`src/rtl/hsw_pkg.sv`:
```
package hsw_pkg;

  typedef enum logic [4:0] {
    ST_IDLE = 5'b00001,
    ST_QUAL = 5'b00010,
    ST_RAMP = 5'b00100,
    ST_ON   = 5'b01000,
    ST_DIS  = 5'b10000
  } hsw_state_t;

  // strictly longer than the limit
  function automatic logic window_elapsed(input int unsigned cnt, input int unsigned lim);
    return cnt > lim;
  endfunction

  // at least the limit
  function automatic logic limit_reached(input int unsigned cnt, input int unsigned lim);
    return cnt >= lim;
  endfunction

endpackage

```
`src/rtl/hsw_tick_cnt.sv`:
```
module hsw_tick_cnt #(
  parameter int unsigned CNT_W = 5,
  parameter int unsigned MAX   = 21
) (
  input  logic             clk,
  input  logic             rst_n,
  input  logic             clr,
  input  logic             inc,
  output logic [CNT_W-1:0] cnt
);
  localparam logic [CNT_W-1:0] CAP = CNT_W'(MAX);

  always_ff @(posedge clk or negedge rst_n) begin
    if (!rst_n)                  cnt <= '0;
    else if (clr)                cnt <= '0;
    else if (inc && cnt != CAP)  cnt <= cnt + 1'b1;
  end
endmodule

```
`src/rtl/hsw_ctrl_fsm.sv`:
```
module hsw_ctrl_fsm
  import hsw_pkg::*;
(
  input  logic       clk,
  input  logic       rst_n,
  input  logic       present,
  input  logic       uvlo_ok,
  input  logic       por_n,
  input  logic       out_discharged,
  input  logic       qual_done,
  input  logic       ramp_done,
  output hsw_state_t state,
  output logic       state_change
);
  hsw_state_t nxt;

  always_comb begin
    nxt = state;
    if (!por_n) begin
      nxt = ST_DIS;
    end else begin
      unique case (state)
        ST_IDLE: if (present) nxt = ST_QUAL;
        ST_QUAL: begin
          if (!present)                  nxt = ST_IDLE;
          else if (qual_done && uvlo_ok) nxt = ST_RAMP;
        end
        ST_RAMP: begin
          if (!present || !uvlo_ok) nxt = ST_IDLE;
          else if (ramp_done)       nxt = ST_ON;
        end
        ST_ON:   if (!present || !uvlo_ok) nxt = ST_IDLE;
        ST_DIS:  if (out_discharged) nxt = ST_IDLE;
        default: nxt = ST_IDLE;
      endcase
    end
  end

  assign state_change = (nxt != state);

  always_ff @(posedge clk or negedge rst_n) begin
    if (!rst_n) state <= ST_IDLE;
    else        state <= nxt;
  end
endmodule

```
`src/rtl/hsw_out_dec.sv`:
```
module hsw_out_dec
  import hsw_pkg::*;
(
  input  hsw_state_t state,
  output logic       pump_en,
  output logic       discharge_en,
  output logic       bus_iso,
  output logic [4:0] state_oh
);
  always_comb begin
    pump_en      = (state == ST_RAMP) || (state == ST_ON);
    discharge_en = (state == ST_DIS);
    bus_iso      = (state != ST_ON);
    state_oh     = state;
  end
endmodule

```
`src/rtl/hsw_seq.sv`:
```
module hsw_seq
  import hsw_pkg::*;
#(
  parameter int unsigned QUAL_MS = 20,
  parameter int unsigned RAMP_MS = 5
) (
  input  logic       clk,
  input  logic       rst_n,
  input  logic       ms_tick,
  input  logic       sense_a_n,
  input  logic       sense_b_n,
  input  logic       uvlo_ok,
  input  logic       por_n,
  input  logic       out_discharged,
  output logic       pump_en,
  output logic       discharge_en,
  output logic       bus_iso,
  output logic [4:0] state_oh
);
  localparam int unsigned CNT_MAX = (QUAL_MS + 1 > RAMP_MS) ? QUAL_MS + 1 : RAMP_MS;
  localparam int unsigned CNT_W   = $clog2(CNT_MAX + 1);

  // named internal events
  logic             present;
  logic             qual_done;
  logic             ramp_done;
  logic             state_change;
  logic [CNT_W-1:0] cnt;
  hsw_state_t       state;

  assign present   = !sense_a_n && !sense_b_n;
  assign qual_done = window_elapsed(32'(cnt), QUAL_MS);
  assign ramp_done = limit_reached(32'(cnt), RAMP_MS);

  hsw_tick_cnt #(.CNT_W(CNT_W), .MAX(CNT_MAX)) u_cnt (
    .clk(clk), .rst_n(rst_n), .clr(state_change), .inc(ms_tick), .cnt(cnt)
  );

  hsw_ctrl_fsm u_fsm (
    .clk(clk), .rst_n(rst_n), .present(present), .uvlo_ok(uvlo_ok),
    .por_n(por_n), .out_discharged(out_discharged), .qual_done(qual_done),
    .ramp_done(ramp_done), .state(state), .state_change(state_change)
  );

  hsw_out_dec u_dec (
    .state(state), .pump_en(pump_en), .discharge_en(discharge_en),
    .bus_iso(bus_iso), .state_oh(state_oh)
  );
endmodule

```
`config.mk`:
```
export PLATFORM = sky130hd
export DESIGN_NAME = hsw_seq
export DESIGN_NICKNAME = d
export VERILOG_FILES = /design/src/rtl/hsw_pkg.sv /design/src/rtl/hsw_tick_cnt.sv /design/src/rtl/hsw_ctrl_fsm.sv /design/src/rtl/hsw_out_dec.sv /design/src/rtl/hsw_seq.sv
export SDC_FILE = /design/constraint.sdc
export NUM_CORES = 1
export LEC_CHECK = 0
export BUFFER_PORTS_ARGS = -buffer_cell sky130_fd_sc_hd__buf_2
export CORE_MARGIN = 2
export CORE_UTILIZATION = 23
export CTS_CLUSTER_SIZE = 30
export DETAILED_ROUTE_END_ITERATION = 16
export SYNTH_ARGS = -nofsm -noshare
export SYNTH_HDL_FRONTEND = slang
export SYNTH_SLANG_ARGS = --single-unit
```
`constraint.sdc`:
```
create_clock -name clk -period 4.4 [get_ports clk]
set_clock_uncertainty 0.1 [all_clocks]
set_input_delay 0 -clock clk [delete_from_list [all_inputs] [get_ports clk]]
set_output_delay 0 -clock clk [all_outputs]
set_load 0.005 [all_outputs]
```
==> Word level (Yosys, flattened, before mapping) <==
Cells that the tools add are included.
{ "totals": {"regBits": 10, "input_bits": 8, "output_inout_bits": 8, "wordCells": 34} }
{ "op_classes": {"n_addsub": 1, "order_cmp": 2, "n_eq_ne": 8, "muxes": 11, "n_reduce_logical": 10} }
{ "op_table": {"columns": ["op", "count"], "rows": [
  ["$mux W5", 10],
  ["$pmux W5 S5", 1],
  ["$add A5 B1 Y5 const B", 1],
  ["$eq A5 B1 Y1 const B", 1],
  ["$eq A5 B2 Y1 const B", 1],
  ["$eq A5 B3 Y1 const B", 1],
  ["$eq A5 B4 Y1 const B", 1],
  ["$eq A5 B5 Y1 const B", 1],
  ["$ge A5 B3 Y1 const B", 1],
  ["$gt A5 B5 Y1 const B", 1],
  ["$ne A5 B4 Y1 const B", 1],
  ["$ne A5 B5 Y1", 1],
  ["$ne A5 B5 Y1 const B", 1],
  ["$logic_not A1 Y1", 4],
  ["$logic_and A1 B1 Y1", 3],
  ["$logic_or A1 B1 Y1", 2],
  ["$reduce_bool A2 Y1", 1]
]} }

==> Longest topological paths before layout <==
Gate-level depths: netlist of the first run.
{ "logic_depth": {"word_depth": 9, "depth_mapped": 8, "depth_no_buf": 8} }

==> Modules after synthesis <==
From an unflattened synthesis of the first run, not the netlist that was laid out.
{ "unflattened": {"hier_cells": 106, "hier_area_um2": 870.8} }
{ "by_module_without_submodules": {"columns": ["mod", "instances", "cells_each", "area_each_um2", "seq_area_each_um2"], "rows": [
  ["hsw_ctrl_fsm", 1, 60, 475.5, 126.4],
  ["hsw_tick_cnt", 1, 29, 282.8, 125.1],
  ["hsw_out_dec", 1, 11, 77.6, 0.0],
  ["hsw_seq", 1, 6, 35.0, 0.0]
]} }

==> Worst setup path before layout of the first run <==
OpenSTA, ideal clock, no wires.
{ "synth_path": {"path_type": "reg2reg", "from": "register u_fsm.state[3]", "to": "register u_cnt.cnt[0]", "setup_ns": 0.138, "t_arrival_ns": 1.816, "t_required_ns": 4.162, "setup_slack_ns": 2.346, "path_stages_with_launch": 7, "n_path_buf": 1, "cell_sequence": "dfrtp_1 -> buf_4 -> nor3_1 -> nand2_1 -> or3_1 -> a311oi_2 -> nor4_1"} }
{ "synth_via": {"elab_chain_len": 6, "elab_cells_between_ends": 17, "cone_classes": "eq/ne (6); mux (10); reduce/logical (1)"} }
{ "synth_lines": {"columns": ["element", "line_no", "rtl"], "rows": [
  ["start: declaration", "hsw_ctrl_fsm.sv:12", "output hsw_state_t state,"],
  ["start signal: assignment", "hsw_ctrl_fsm.sv:43", "else state <= nxt;"],
  ["$mux W5, on equally long branches", "hsw_ctrl_fsm.sv:30, hsw_ctrl_fsm.sv:26", null],
  ["$mux W5, on equally long branches", "hsw_ctrl_fsm.sv:29, hsw_ctrl_fsm.sv:25", null],
  ["$pmux W5 S5", "hsw_ctrl_fsm.sv:22", "unique case (state)"],
  ["$mux W5", "hsw_ctrl_fsm.sv:19", "if (!por_n) begin"],
  ["$ne A5 B5 Y1 (*)", "hsw_ctrl_fsm.sv:39", "assign state_change = (nxt != state);"],
  ["$mux W5 or $reduce_bool A2 Y1 (tied branches)", null, null],
  ["end signal: assignment", "hsw_tick_cnt.sv:16", "else if (inc && cnt != CAP) cnt <= cnt + 1'b1;"],
  ["end: declaration", "hsw_tick_cnt.sv:9", "output logic [CNT_W-1:0] cnt"]
]} }
Mark *: on every way between the ends. The rest lies on a longest branch, timed or not.
A chain may end at the register's enable or synchronous reset.

==> Final worst setup path of the first run <==
{ "layout_path": {"from": "register u_fsm.state[3]", "to": "register u_cnt.cnt[3]"} }
The elaborated chain is that of the path after synthesis.

==> results of run 1 <==
[metal layers]
| layer | part of all wire (%) | GRT usage [%] | vias to the layer above |
|---|---|---|---|
| met2 | 42 | 17.1 | 33 |
| met5 | 0 | 0 | - |
| li1 | - | - | 421 |
| met4 | 2.4 | 5.47 | 0 |
| met3 | 7.4 | 3.08 | 5 |
| met1 | 48 | 16.4 | 385 |
[power groups by stage]
stage / logic [W] / clock network [W] / registers, W
after floorplan: 0.0000521 / 0 / 0.000105
after global placement: 0.0000651 / 0 / 0.000110
after detailed placement: 0.0000663 / 0 / 0.000110
after CTS: 0.0000687 / 0.000119 / 0.000109
after global routing: 0.0000784 / 0.000124 / 0.000111
final: 0.0000686 / 0.000116 / 0.000109
[worst register-to-register path: stages, from the launching register on]
cell and delay [ns]:
sky130_fd_sc_hd__dfrtp_1 0.50, sky130_fd_sc_hd__nor3_1 0.50, sky130_fd_sc_hd__nand2_1 0.16, sky130_fd_sc_hd__or3_1 0.37, sky130_fd_sc_hd__a311oi_2 0.44, sky130_fd_sc_hd__nor4_1 0.12
[worst max-delay path by stage]
stage                                  start                        to  cells after the start
finish              u_fsm.state[3]$_DFF_PN0_  u_cnt.cnt[3]$_DFFE_PN0P_                      5
global route        u_fsm.state[3]$_DFF_PN0_  u_cnt.cnt[0]$_DFFE_PN0P_                      5
CTS                 u_fsm.state[3]$_DFF_PN0_  u_cnt.cnt[3]$_DFFE_PN0P_                      5
detailed placement  u_fsm.state[3]$_DFF_PN0_  u_cnt.cnt[3]$_DFFE_PN0P_                      5
global placement    u_fsm.state[3]$_DFF_PN0_  u_cnt.cnt[0]$_DFFE_PN0P_                      5
floorplan           u_fsm.state[3]$_DFF_PN0_  u_cnt.cnt[0]$_DFFE_PN0P_                      6
[flip-flops by register name, summed over array words and instances (netlist names)]
name / cells
u_fsm.state: 5
u_cnt.cnt: 5
[logic make-up (layout without fill, tap and decap cells)]
logic type | Yosys count | after routing
DFF | 10 | 10
adders and majority gates | 3 | 3
xor gates and xnor gates | 5 | 5
AOI/OAI and AO/OA | 26 | 26
and+or+nand+nor | 49 | 49
muxes | 1 | 1
buffers and inverters | 11 | 29
[synthesized netlist by cell type, types with 3 or more instances]
cell and n:
sky130_fd_sc_hd__a21oi_1 5, sky130_fd_sc_hd__xnor2_1 3, sky130_fd_sc_hd__dfrtp_1 9, sky130_fd_sc_hd__nand2_1 6, sky130_fd_sc_hd__nor3_1 4, sky130_fd_sc_hd__inv_1 7
sky130_fd_sc_hd__nor2b_1 4, sky130_fd_sc_hd__ha_1 3, sky130_fd_sc_hd__nand3_1 10, sky130_fd_sc_hd__nor2_1 7, sky130_fd_sc_hd__nor4_1 6, sky130_fd_sc_hd__o21ai_0 6
[cell type report]
| cell class | count | area, µm² | share of cell area [%] |
|---|---|---|---|
| Sequential cell | 10 | 251 | 24.0 |
| Inverter | 7 | 26.3 | 2.51 |
| Tap cell | 48 | 60.1 | 5.73 |
| Clock buffer | 4 | 55.1 | 5.25 |
| Multi-Input combinational cell | 84 | 551 | 52.5 |
| Timing Repair Buffer | 18 | 105 | 10.0 |
[per-stage QoR]
stage / hold WS [ns] / setup WS, ns / cells / total power (W) / cell area [µm²]
after floorplan: -0.396 / 2.35 / 105 / 0.000157 / 860
after global placement: -0.222 / 2.07 / 164 / 0.000175 / 963
after global routing: 0.0209 / 1.81 / 171 / 0.000314 / 1050
after CTS: 0.0110 / 2.08 / 171 / 0.000297 / 1050
final: 0.0143 / 2.07 / 171 / 0.000293 / 1050
after detailed placement: -0.225 / 2.09 / 164 / 0.000176 / 963
==> results.ini, run 1 <==
[run_status]
run_status = completed

[die]
floorplan.rows = 22
initial_utilization_pct = 23.7
io-pin-count = 16
coreArea_um2 = 3630
fp.dieArea_um2 = 4240
die_height_um = 65.1
die_w_um = 65.1

[detailed_routing]
routedWlPerCell_um = 12.7
drt_iter0_markers = 45
ant_nets = 0
drc = 0
drt_pre_antenna_iters = 4
vias = 844
routed_wl_um = 2170
vias_per_cell = 4.94

[logic_synthesis]
synth_simple_gate_area_share_pct = 31.6
synth_cell_types = 40
synth_top_family_by_area = simple AND/OR/NAND/NOR gates
syn-instance-count = 105
synth-edff-count = 0
most_common_flop_cell_mapped_by_yosys = sky130_fd_sc_hd__dfrtp_1
synth.mux.area_fraction_pct = 1.16
netlist_top_cells_area = sky130_fd_sc_hd__dfrtp_1 (26%), sky130_fd_sc_hd__nand3_1 (5.8%), sky130_fd_sc_hd__ha_1 (4.4%)
synth_sequential_area_ratio_pct = 29.3
netlist.top_cell.by_area = sky130_fd_sc_hd__dfrtp_1
synthesized_netlist_net_count = 116
synth-xor-area-share_pct = 5.09
synth.top_cell.area_share_pct = 26.2
async_reset_ff_share_pct = 100
syn-cell-area_um2 = 860
synth_fa_ha_area_share_pct = 4.37
postSynthRegisterBits = 10
synth_compound_gate_area_share_pct = 21.8
synth_warnings = 0
avgSynthCellArea_um2 = 8.19

[worst_setup_path]
timing.critical_path.slowest_stage_cell = sky130_fd_sc_hd__dfrtp_1
crit_path_class = flip-flop to flip-flop
path_max_fanout = 11
cp.required_ns = 4.40
cp_cell_instances = nor3_1 -> nand2_1 -> or3_1 -> a311oi_2 -> nor4_1
worstSetupStartpointType = flip-flop
critical_path_arrival_ns = 2.33
r2r_end = u_cnt.cnt[3]$_DFFE_PN0P_
critPathTopFamily = simple AND/OR/NAND/NOR gates
beginning_of_the_worst_register_to_register_path = u_fsm.state[3]$_DFF_PN0_
cp_slowest_stage_delay_ns = 0.50
timing.critical_path.buf_inv = 0
endpoint_kind = flip-flop
ff2ff_setup_slack_ns = 2.07
rr_worst_depth = 5

[clocking]
tritoncts = done
post_cts_buffers = 0
clk_latency_ns = 0.24
postCtsHoldBufs = 3
total_cts_buffers = 3
cts.htree.levels = 1
clock_tree.root_cell = sky130_fd_sc_hd__clkbuf_8
cts_sink_count = 10
clk_transition_reported_paths_ns = 0.05
clk_path_buf_depth = 2
cts-resized-gates = 0

[run]
cap_violations = 0

[finish]
final_core_util_pct = 28.9
most_common_cell_after_layout_fill_and_taps_aside = sky130_fd_sc_hd__buf_2
commonest_non_fill_non_tap_cells_in_the_layout = sky130_fd_sc_hd__buf_2 (15), sky130_fd_sc_hd__nand3_1 (10), sky130_fd_sc_hd__dfrtp_1 (9), sky130_fd_sc_hd__inv_1 (7), sky130_fd_sc_hd__nor2_1 (7)
final_layout_size_suffix_gt1_share_pct = 22.8
area.growth.synth_to_final_pct = 22.0
antenna_cells = 0
finalNetCount = 135
num-fill-cells = 400

[global_routing]
first_global_vias = 830
grt.overflow.total = 0
grt_max_degree = 15
grt_pass1_wl_um = 3850
grt_antenna_before_repair = 0
grt.total_usage_pct = 11.8

[pwr]
swShare_pct = 29.8
share_comb_of_total_power_pct = 23.4
power_per_cell_area_nw_per_um2 = 280
p_int_w = 0.000206
seq_power_share_pct = 37.2
power_leakage_nw = 0.438
switchingPower_w = 0.0000874
power_frac_clock_pct = 39.4
worst_ir_drop_vdd_mv = 0.0953

[timing]
timing.fmax_mhz = 428
finalCriticalPeriod_ns = 2.33
setup_viols_final = 0
worst_slew_margin_rel_pct = 65.8
tightest_slew_ns = 0.510
hold_violations = 0
setup_tns_ns = 0
grt_setup_unrepaired = no
finalCritPeriodShare_pct = 53.0
final_max_slew_viol_count = 0

[min_path]
timing.hold.worst.class = primary input to flip-flop
min-delay-start = por_n
whs_path_depth = 3
holdPathEnd = u_fsm.state[0]$_DFF_PN1_

[placed_design]
gpl.final_weighted_congestion = 0.974
placement.io_buffers = 15
place_hpwl_um = 1750

(Power assumes the default switching activity.)
==> run 2, diff against run 1 <==
--- a/config.mk
+++ b/config.mk
@@ -5,6 +5,7 @@
 export SDC_FILE = /design/constraint.sdc
 export NUM_CORES = 1
 export LEC_CHECK = 0
+export ABC_AREA = 1
 export BUFFER_PORTS_ARGS = -buffer_cell sky130_fd_sc_hd__buf_2
 export CORE_MARGIN = 2
 export CORE_UTILIZATION = 23
==> constraint.sdc (replaced) <==
create_clock -name clk -period 1.92 [get_ports clk]
set_clock_uncertainty 0.1 [all_clocks]
set_input_delay 0 -clock clk [delete_from_list [all_inputs] [get_ports clk]]
set_output_delay 0 -clock clk [all_outputs]
set_load 0.005 [all_outputs]
==> run 2 against run 1 <==
Net effect:
- first-iteration DRC count increased by 11%
- critical path depth increased by 7
- synthesized cell count rose by 42%
- combinational power increased to 2.8 times the previous value
- wire length up 15%
- clock-buffer cell count is the same
- worst setup slack worse by 2.0 ns
- sequential power increased by 120%
- worst hold slack better by 0.038 ns
- total power up 140%
- maximum frequency rose by 26%
- die area increased by 6.9%
- largest cell class unchanged
==> results.ini, run 2 <==
[detailed_routing]
drt_iter0_markers = 50
drt-met1-wl_um = 1140
wl_met3_um = 119
drt_pre_antenna_iters = 4
drc = 0
maxUsedRoutingLayer = met4
met2WireLength_um = 1190
ant_nets = 0
routed_wl_um = 2490
routedWlPerCell_um = 10.7
vias_per_cell = 4.40
vias = 1026

[clocking]
total_cts_buffers = 3
clk_transition_reported_paths_ns = 0.05
clk_latency_ns = 0.24
tritoncts = done
clk_path_buf_depth = 2
clock_tree.root_cell = sky130_fd_sc_hd__clkbuf_8
cts.htree.levels = 1
cts_sink_count = 10

[logic_synthesis]
synth-xor-area-share_pct = 3.79
synth_sequential_area_ratio_pct = 27.2
most_common_flop_cell_mapped_by_yosys = sky130_fd_sc_hd__dfrtp_1
synth-edff-count = 0
synth_compound_gate_area_share_pct = 6.64
synth.mux.area_fraction_pct = 0
synth_warnings = 0
avgSynthCellArea_um2 = 6.20
synth_simple_gate_area_share_pct = 46.3
synth_top_family_by_area = simple AND/OR/NAND/NOR gates
synthesized_netlist_net_count = 160
syn-cell-area_um2 = 923
synth_fa_ha_area_share_pct = 4.07
synth.top_cell.area_share_pct = 24.4
netlist.top_cell.by_area = sky130_fd_sc_hd__dfrtp_1
yosys.cell_count.top_type = sky130_fd_sc_hd__nand2_1
postSynthRegisterBits = 10
syn-instance-count = 149
netlist_top_cells_area = sky130_fd_sc_hd__dfrtp_1 (24%), sky130_fd_sc_hd__nand2_1 (17%), sky130_fd_sc_hd__nor2_1 (8.5%)
synth_top_cells_by_count = sky130_fd_sc_hd__nand2_1 (41), sky130_fd_sc_hd__nor2_1 (21), sky130_fd_sc_hd__inv_1 (19), sky130_fd_sc_hd__nand3_1 (14), sky130_fd_sc_hd__dfrtp_1 (9)
async_reset_ff_share_pct = 100
synth_cell_types = 24

[worst_setup_path]
rr_worst_depth = 12
critical_path_arrival_ns = 1.87
crit_path_class = flip-flop to flip-flop
timing.critical_path.slowest_stage_cell = sky130_fd_sc_hd__dfrtp_2
endpoint_kind = flip-flop
cp_slowest_stage_delay_ns = 0.44
beginning_of_the_worst_register_to_register_path = u_fsm.state[3]$_DFF_PN0_
critPathTopFamily = simple AND/OR/NAND/NOR gates
worstSetupEndpoint = u_cnt.cnt[3]$_DFFE_PN0P_
cp.required_ns = 1.94
critical_path.startpoint = u_fsm.state[3]$_DFF_PN0_
worstSetupStartpointType = flip-flop
path_max_fanout = 5
worst_path_most_repeated_cell = sky130_fd_sc_hd__nand2_1
r2r_end = u_cnt.cnt[3]$_DFFE_PN0P_
timing.critical_path.buf_inv = 3
cp_cell_instances = buf_4 -> inv_2 -> nand4_1 -> buf_4 -> a21oi_1 -> nor2_1 -> nand2_1 -> nand2_1 -> nand2_1 -> nand2_1 -> nand3_2 -> nor2_1
ff2ff_setup_slack_ns = 0.07
cp_num_cells = 12

[min_path]
timing.hold.worst.class = primary input to asynchronous set/reset pin

[die]
die_w_um = 67.4
io-pin-count = 16
fp.dieArea_um2 = 4540
die_height_um = 67.4
coreArea_um2 = 3940
initial_utilization_pct = 23.4
floorplan.rows = 23

[placed_design]
dpl-instance-area_um2 = 1110
placement.io_buffers = 15
gpl.final_weighted_congestion = 0.841
place_hpwl_um = 1860

[pwr]
power_per_cell_area_nw_per_um2 = 524
power.total_w = 0.000690
power_leakage_nw = 0.690
worst_ir_drop_vdd_mv = 0.242

[finish]
final_layout_size_suffix_gt1_share_pct = 37.7
final_core_util_pct = 33.4
commonest_non_fill_non_tap_cells_in_the_layout = sky130_fd_sc_hd__nand2_1 (37), sky130_fd_sc_hd__nor2_1 (17), sky130_fd_sc_hd__inv_1 (16), sky130_fd_sc_hd__buf_2 (15), sky130_fd_sc_hd__buf_4 (14)
most_common_cell_after_layout_fill_and_taps_aside = sky130_fd_sc_hd__nand2_1
num-fill-cells = 419
final_area_um2 = 1320
area_of_the_multi_input_gates_um2 = 638
finalNetCount = 195
register_area_um2 = 253
largest_registers = u_cnt.cnt x5, u_fsm.state x5
antenna_cells = 0
area.growth.synth_to_final_pct = 42.7

[timing]
hold_violations = 0
finalCritPeriodShare_pct = 96.4
tightest_slew_ns = 0.371
setup_viols_final = 0
fin_worst_hold_slack_ns = 0.0526
timing.fmax_mhz = 540
finalCriticalPeriod_ns = 1.85
final_max_slew_viol_count = 0
grt_setup_unrepaired = yes
worst_slew_margin_rel_pct = 75.2

[run]
cap_violations = 0

[global_routing]
grt.overflow.total = 0
grt_pass1_wl_um = 3770
grt.total_usage_pct = 11.1
first_global_vias = 895
grt_max_degree = 12
grt_antenna_before_repair = 0

[run_status]
run_status = completed

-- run 2: worst min path at each step --
stage | start | end | depth (start not counted)
CTS | out_discharged | u_fsm.state[4]$_DFF_PN0_ | 3
global placement | rst_n | u_cnt.cnt[3]$_DFFE_PN0P_ | 1
global route | out_discharged | u_fsm.state[4]$_DFF_PN0_ | 3
finish | rst_n | u_cnt.cnt[0]$_DFFE_PN0P_ | 2
detailed placement | rst_n | u_cnt.cnt[3]$_DFFE_PN0P_ | 1
floorplan | rst_n | u_cnt.cnt[0]$_DFFE_PN0P_ | 0
-- run 2: power by group --
part	switching [W]	internal [W]	total, W	leakage (nW)
clock	0.0000832	0.000180	0.000263	0.0288
combinational	0.000107	0.0000815	0.000189	0.531
sequential	0.0000149	0.000223	0.000238	0.131
-- run 2: cell type report --
cell class	count	share of cell area, %
multi-input combinational	111	48.4
sequential	10	19.2
timing repair buffer	32	16.0
inverter	26	7.41
tap	50	4.75
clock buffer	4	4.18
-- run 2: worst register-to-register path: cells and delay by family, from the launching register on --
kind,cells,cell delay (ns)
simple gates,8,0.68
flops,1,0.44
compound gates,1,0.10
buf+inv,3,0.41
-- run 2: cell families (layout without fill, tap and decap cells) --
group,after synthesis,in the layout
and+or+nand+nor,94,94
buffers and inverters,28,62
AOI/OAI and AO/OA,10,10
DFF,10,10
xor gates and xnor gates,4,4
adders and majority gates,3,3
-- run 2: per-stage QoR --
step | TNS (ns) | setup WS (ns) | std cells
floorplan | 0 | 0.242 | 149
global placement | -0.0108 | -0.00885 | 220
detailed placement | -0.00734 | -0.00479 | 220
CTS | 0 | 0.0306 | 226
global route | -0.372 | -0.0780 | 233
finish | 0 | 0.0690 | 233
-- run 2: layer usage --
metal | vias to the layer above | GRT usage (%)
met5 | - | 0
met4 | 0 | 5.10
met3 | 4 | 3.50
met2 | 28 | 17.3
met1 | 459 | 14.0
li1 | 535 | -
-- run 2: timing repair --
item	CTS	global route
hold endpoints to repair	13	0
endpoints found under the setup margin	2	6
setup buffers	0	7
pin swaps	0	11
hold buffers	2	0
gates resized for setup	1	24
==> run 3, diff against run 2 <==
--- a/config.mk
+++ b/config.mk
@@ -7,10 +7,13 @@
 export LEC_CHECK = 0
 export ABC_AREA = 1
 export BUFFER_PORTS_ARGS = -buffer_cell sky130_fd_sc_hd__buf_2
+export CELL_PAD_IN_SITES_DETAIL_PLACEMENT = 1
+export CELL_PAD_IN_SITES_GLOBAL_PLACEMENT = 1
 export CORE_MARGIN = 2
 export CORE_UTILIZATION = 23
 export CTS_CLUSTER_SIZE = 30
 export DETAILED_ROUTE_END_ITERATION = 16
+export PLACE_DENSITY_LB_ADDON = 0.1
 export SYNTH_ARGS = -nofsm -noshare
 export SYNTH_HDL_FRONTEND = slang
 export SYNTH_SLANG_ARGS = --single-unit
==> run 3 against run 2 <==
Net effect:
- die area unchanged
- clock power is 11% lower
- core utilization rose by 2.6 points
- design area rose by 7.9%
- worst setup slack improved by 0.021 ns
- global-route usage rose by 3.3 points
- maximum frequency grew 1.1%
- non-clock buffer count is 5 higher
- critical path type unchanged
- largest cell class unchanged
==> results.ini, run 3 (synthesis gave the netlist of run 2 again) <==
[worst_setup_path]
endpoint_kind = flip-flop
ff2ff_setup_slack_ns = 0.09
beginning_of_the_worst_register_to_register_path = u_fsm.state[1]$_DFF_PN0_
rr_worst_depth = 13
cp.required_ns = 1.99
timing.critical_path.buf_inv = 2
cp_cell_instances = buf_6 -> inv_2 -> nor2_1 -> nand3_2 -> nand3_1 -> nor2_1 -> nor2_1 -> nand2_1 -> nand2_2 -> nand2_1 -> nand2_2 -> nand3_4 -> nor2_1
worstSetupEndpoint = u_cnt.cnt[4]$_DFFE_PN0P_
critical_path.startpoint = u_fsm.state[1]$_DFF_PN0_
cp_num_cells = 13
r2r_end = u_cnt.cnt[4]$_DFFE_PN0P_
crit_path_class = flip-flop to flip-flop
worstSetupStartpointType = flip-flop
cp_slowest_stage_delay_ns = 0.40
worst_path_most_repeated_cell = sky130_fd_sc_hd__nor2_1
timing.critical_path.slowest_stage_cell = sky130_fd_sc_hd__dfrtp_1
critical_path_arrival_ns = 1.90
path_max_fanout = 7
critPathTopFamily = simple AND/OR/NAND/NOR gates

[finish]
finalNetCount = 200
most_common_cell_after_layout_fill_and_taps_aside = sky130_fd_sc_hd__nand2_1
final_core_util_pct = 36.1
commonest_non_fill_non_tap_cells_in_the_layout = sky130_fd_sc_hd__nand2_1 (28), sky130_fd_sc_hd__buf_4 (18), sky130_fd_sc_hd__inv_1 (16), sky130_fd_sc_hd__nor2_1 (15), sky130_fd_sc_hd__buf_2 (15)
area.growth.synth_to_final_pct = 53.9
layoutNonFillerInstCount = 238
antenna_cells = 0
num-fill-cells = 509
final_layout_size_suffix_gt1_share_pct = 47.3
largest_registers = u_cnt.cnt x5, u_fsm.state x5

[pwr]
power_per_cell_area_nw_per_um2 = 491
p_int_w = 0.000469
worst_ir_drop_vdd_mv = 0.262
power_frac_clock_pct = 33.5
power_leakage_nw = 0.715
switchingPower_w = 0.000229
seq_power_share_pct = 34.1
swShare_pct = 32.8
share_comb_of_total_power_pct = 32.5

[die]
die_w_um = 67.4
io-pin-count = 16
floorplan.rows = 23
die_height_um = 67.4
coreArea_um2 = 3940
initial_utilization_pct = 23.4
fp.dieArea_um2 = 4540

[clocking]
clock_tree.root_cell = sky130_fd_sc_hd__clkbuf_8
clk_path_buf_depth = 2
clk_latency_ns = 0.24
clk_transition_reported_paths_ns = 0.05
total_cts_buffers = 3
cts_sink_count = 10
tritoncts = done
cts.htree.levels = 1

[timing]
setup_viols_final = 0
hold_violations = 0
finalCritPeriodShare_pct = 95.3
finalCriticalPeriod_ns = 1.83
setup_tns_ns = 0
fin_worst_hold_slack_ns = 0.0105
worst_slew_margin_rel_pct = 78.6
timing.fmax_mhz = 546
grt_setup_unrepaired = yes
final_max_slew_viol_count = 0
tightest_slew_ns = 0.321

[detailed_routing]
drc = 0
routed_wl_um = 3190
vias = 1053
drt_iter0_markers = 21
drt_pre_antenna_iters = 4
routedWlPerCell_um = 13.4
ant_nets = 0
vias_per_cell = 4.42

[placed_design]
placement.io_buffers = 15
gpl.final_weighted_congestion = 0.769
place_hpwl_um = 2420
placed_cells = 226

[global_routing]
first_global_vias = 1006
grt.overflow.total = 0
grt_pass1_wl_um = 4910
grt_max_degree = 12
grt.total_usage_pct = 14.4
grt_antenna_before_repair = 0

[min_path]
whs_path_depth = 2
timing.hold.worst.class = primary input to flip-flop
min-delay-start = por_n

[run]
cap_violations = 0

[run_status]
run_status = completed

==> run 3: cell count changes in the layout (fill, tap and decap cells not counted), sizes merged <==
| cell | before | now |
|---|---|---|
| dlygate4sd3 | 2 | 1 |
| buf | 30 | 36 |
==> run 3: worst min path at each step <==
stage	endpoint	slack, ns
floorplan	u_cnt.cnt[0]$_DFFE_PN0P_	-0.40
global placement	u_cnt.cnt[3]$_DFFE_PN0P_	-0.21
detailed placement	u_cnt.cnt[3]$_DFFE_PN0P_	-0.21
CTS	u_fsm.state[4]$_DFF_PN0_	0.002
global route	u_fsm.state[4]$_DFF_PN0_	0.03
finish	u_fsm.state[4]$_DFF_PN0_	0.01
==> run 3: repair_timing <==
item | CTS | global route
setup endpoints to repair | 6 | 5
setup buffers | 3 | 4
pin swaps | 2 | 22
endpoints found under the hold margin | 10 | 0
cloned | 0 | 0
resized for setup | 6 | 42
hold buffers | 1 | 0
==> run 3: area by class of cell <==
type | instances | area [µm²] | area share [%]
Timing Repair Buffer | 37 | 254 | 17.9
Tap cell | 50 | 62.6 | 4.40
Inverter | 26 | 101 | 7.13
Clock buffer | 4 | 45.0 | 3.17
Sequential cell | 10 | 253 | 17.8
Multi-Input combinational cell | 111 | 706 | 49.6
==> run 3: layer usage <==
| metal | global-route usage (%) | up-vias | wire length [µm] |
|---|---|---|---|
| li1 | - | 545 | - |
| met1 | 19.9 | 494 | 1480 |
| met2 | 24.3 | 14 | 1620 |
| met3 | 3.50 | 0 | 93 |
| met4 | 0 | 0 | 0 |
| met5 | 0 | - | 0 |
==> run 3: worst reg2reg max path, cell delays in order, from the launching register on <==
cell and delay (ns):
sky130_fd_sc_hd__dfrtp_1 0.40, sky130_fd_sc_hd__buf_6 0.16, sky130_fd_sc_hd__inv_2 0.04, sky130_fd_sc_hd__nor2_1 0.13, sky130_fd_sc_hd__nand3_2 0.14, sky130_fd_sc_hd__nand3_1 0.10, sky130_fd_sc_hd__nor2_1 0.05, sky130_fd_sc_hd__nor2_1 0.10
sky130_fd_sc_hd__nand2_1 0.10, sky130_fd_sc_hd__nand2_2 0.09, sky130_fd_sc_hd__nand2_1 0.07, sky130_fd_sc_hd__nand2_2 0.08, sky130_fd_sc_hd__nand3_4 0.10, sky130_fd_sc_hd__nor2_1 0.11
==> run 3: stage by stage <==
stage,cell area [µm²],power (W),worst slack [ns]
2_1_floorplan,923,0.000332,0.242
4_1_cts,1240,0.000662,0.00111
5_1_grt,1420,0.000740,-0.0514
6_report,1420,0.000698,0.0900
3_5_place_dp,1150,0.000409,-0.134
3_3_place_gp,1150,0.000410,-0.106
==> run 3: power by group through the flow <==
| stage | sequential, W | combinational [W] | clock, W |
|---|---|---|---|
| after floorplan | 0.000238 | 0.0000939 | 0 |
| after global placement | 0.000238 | 0.000171 | 0 |
| after detailed placement | 0.000239 | 0.000170 | 0 |
| after CTS | 0.000236 | 0.000186 | 0.000241 |
| after global routing | 0.000239 | 0.000251 | 0.000250 |
| final | 0.000238 | 0.000227 | 0.000234 |
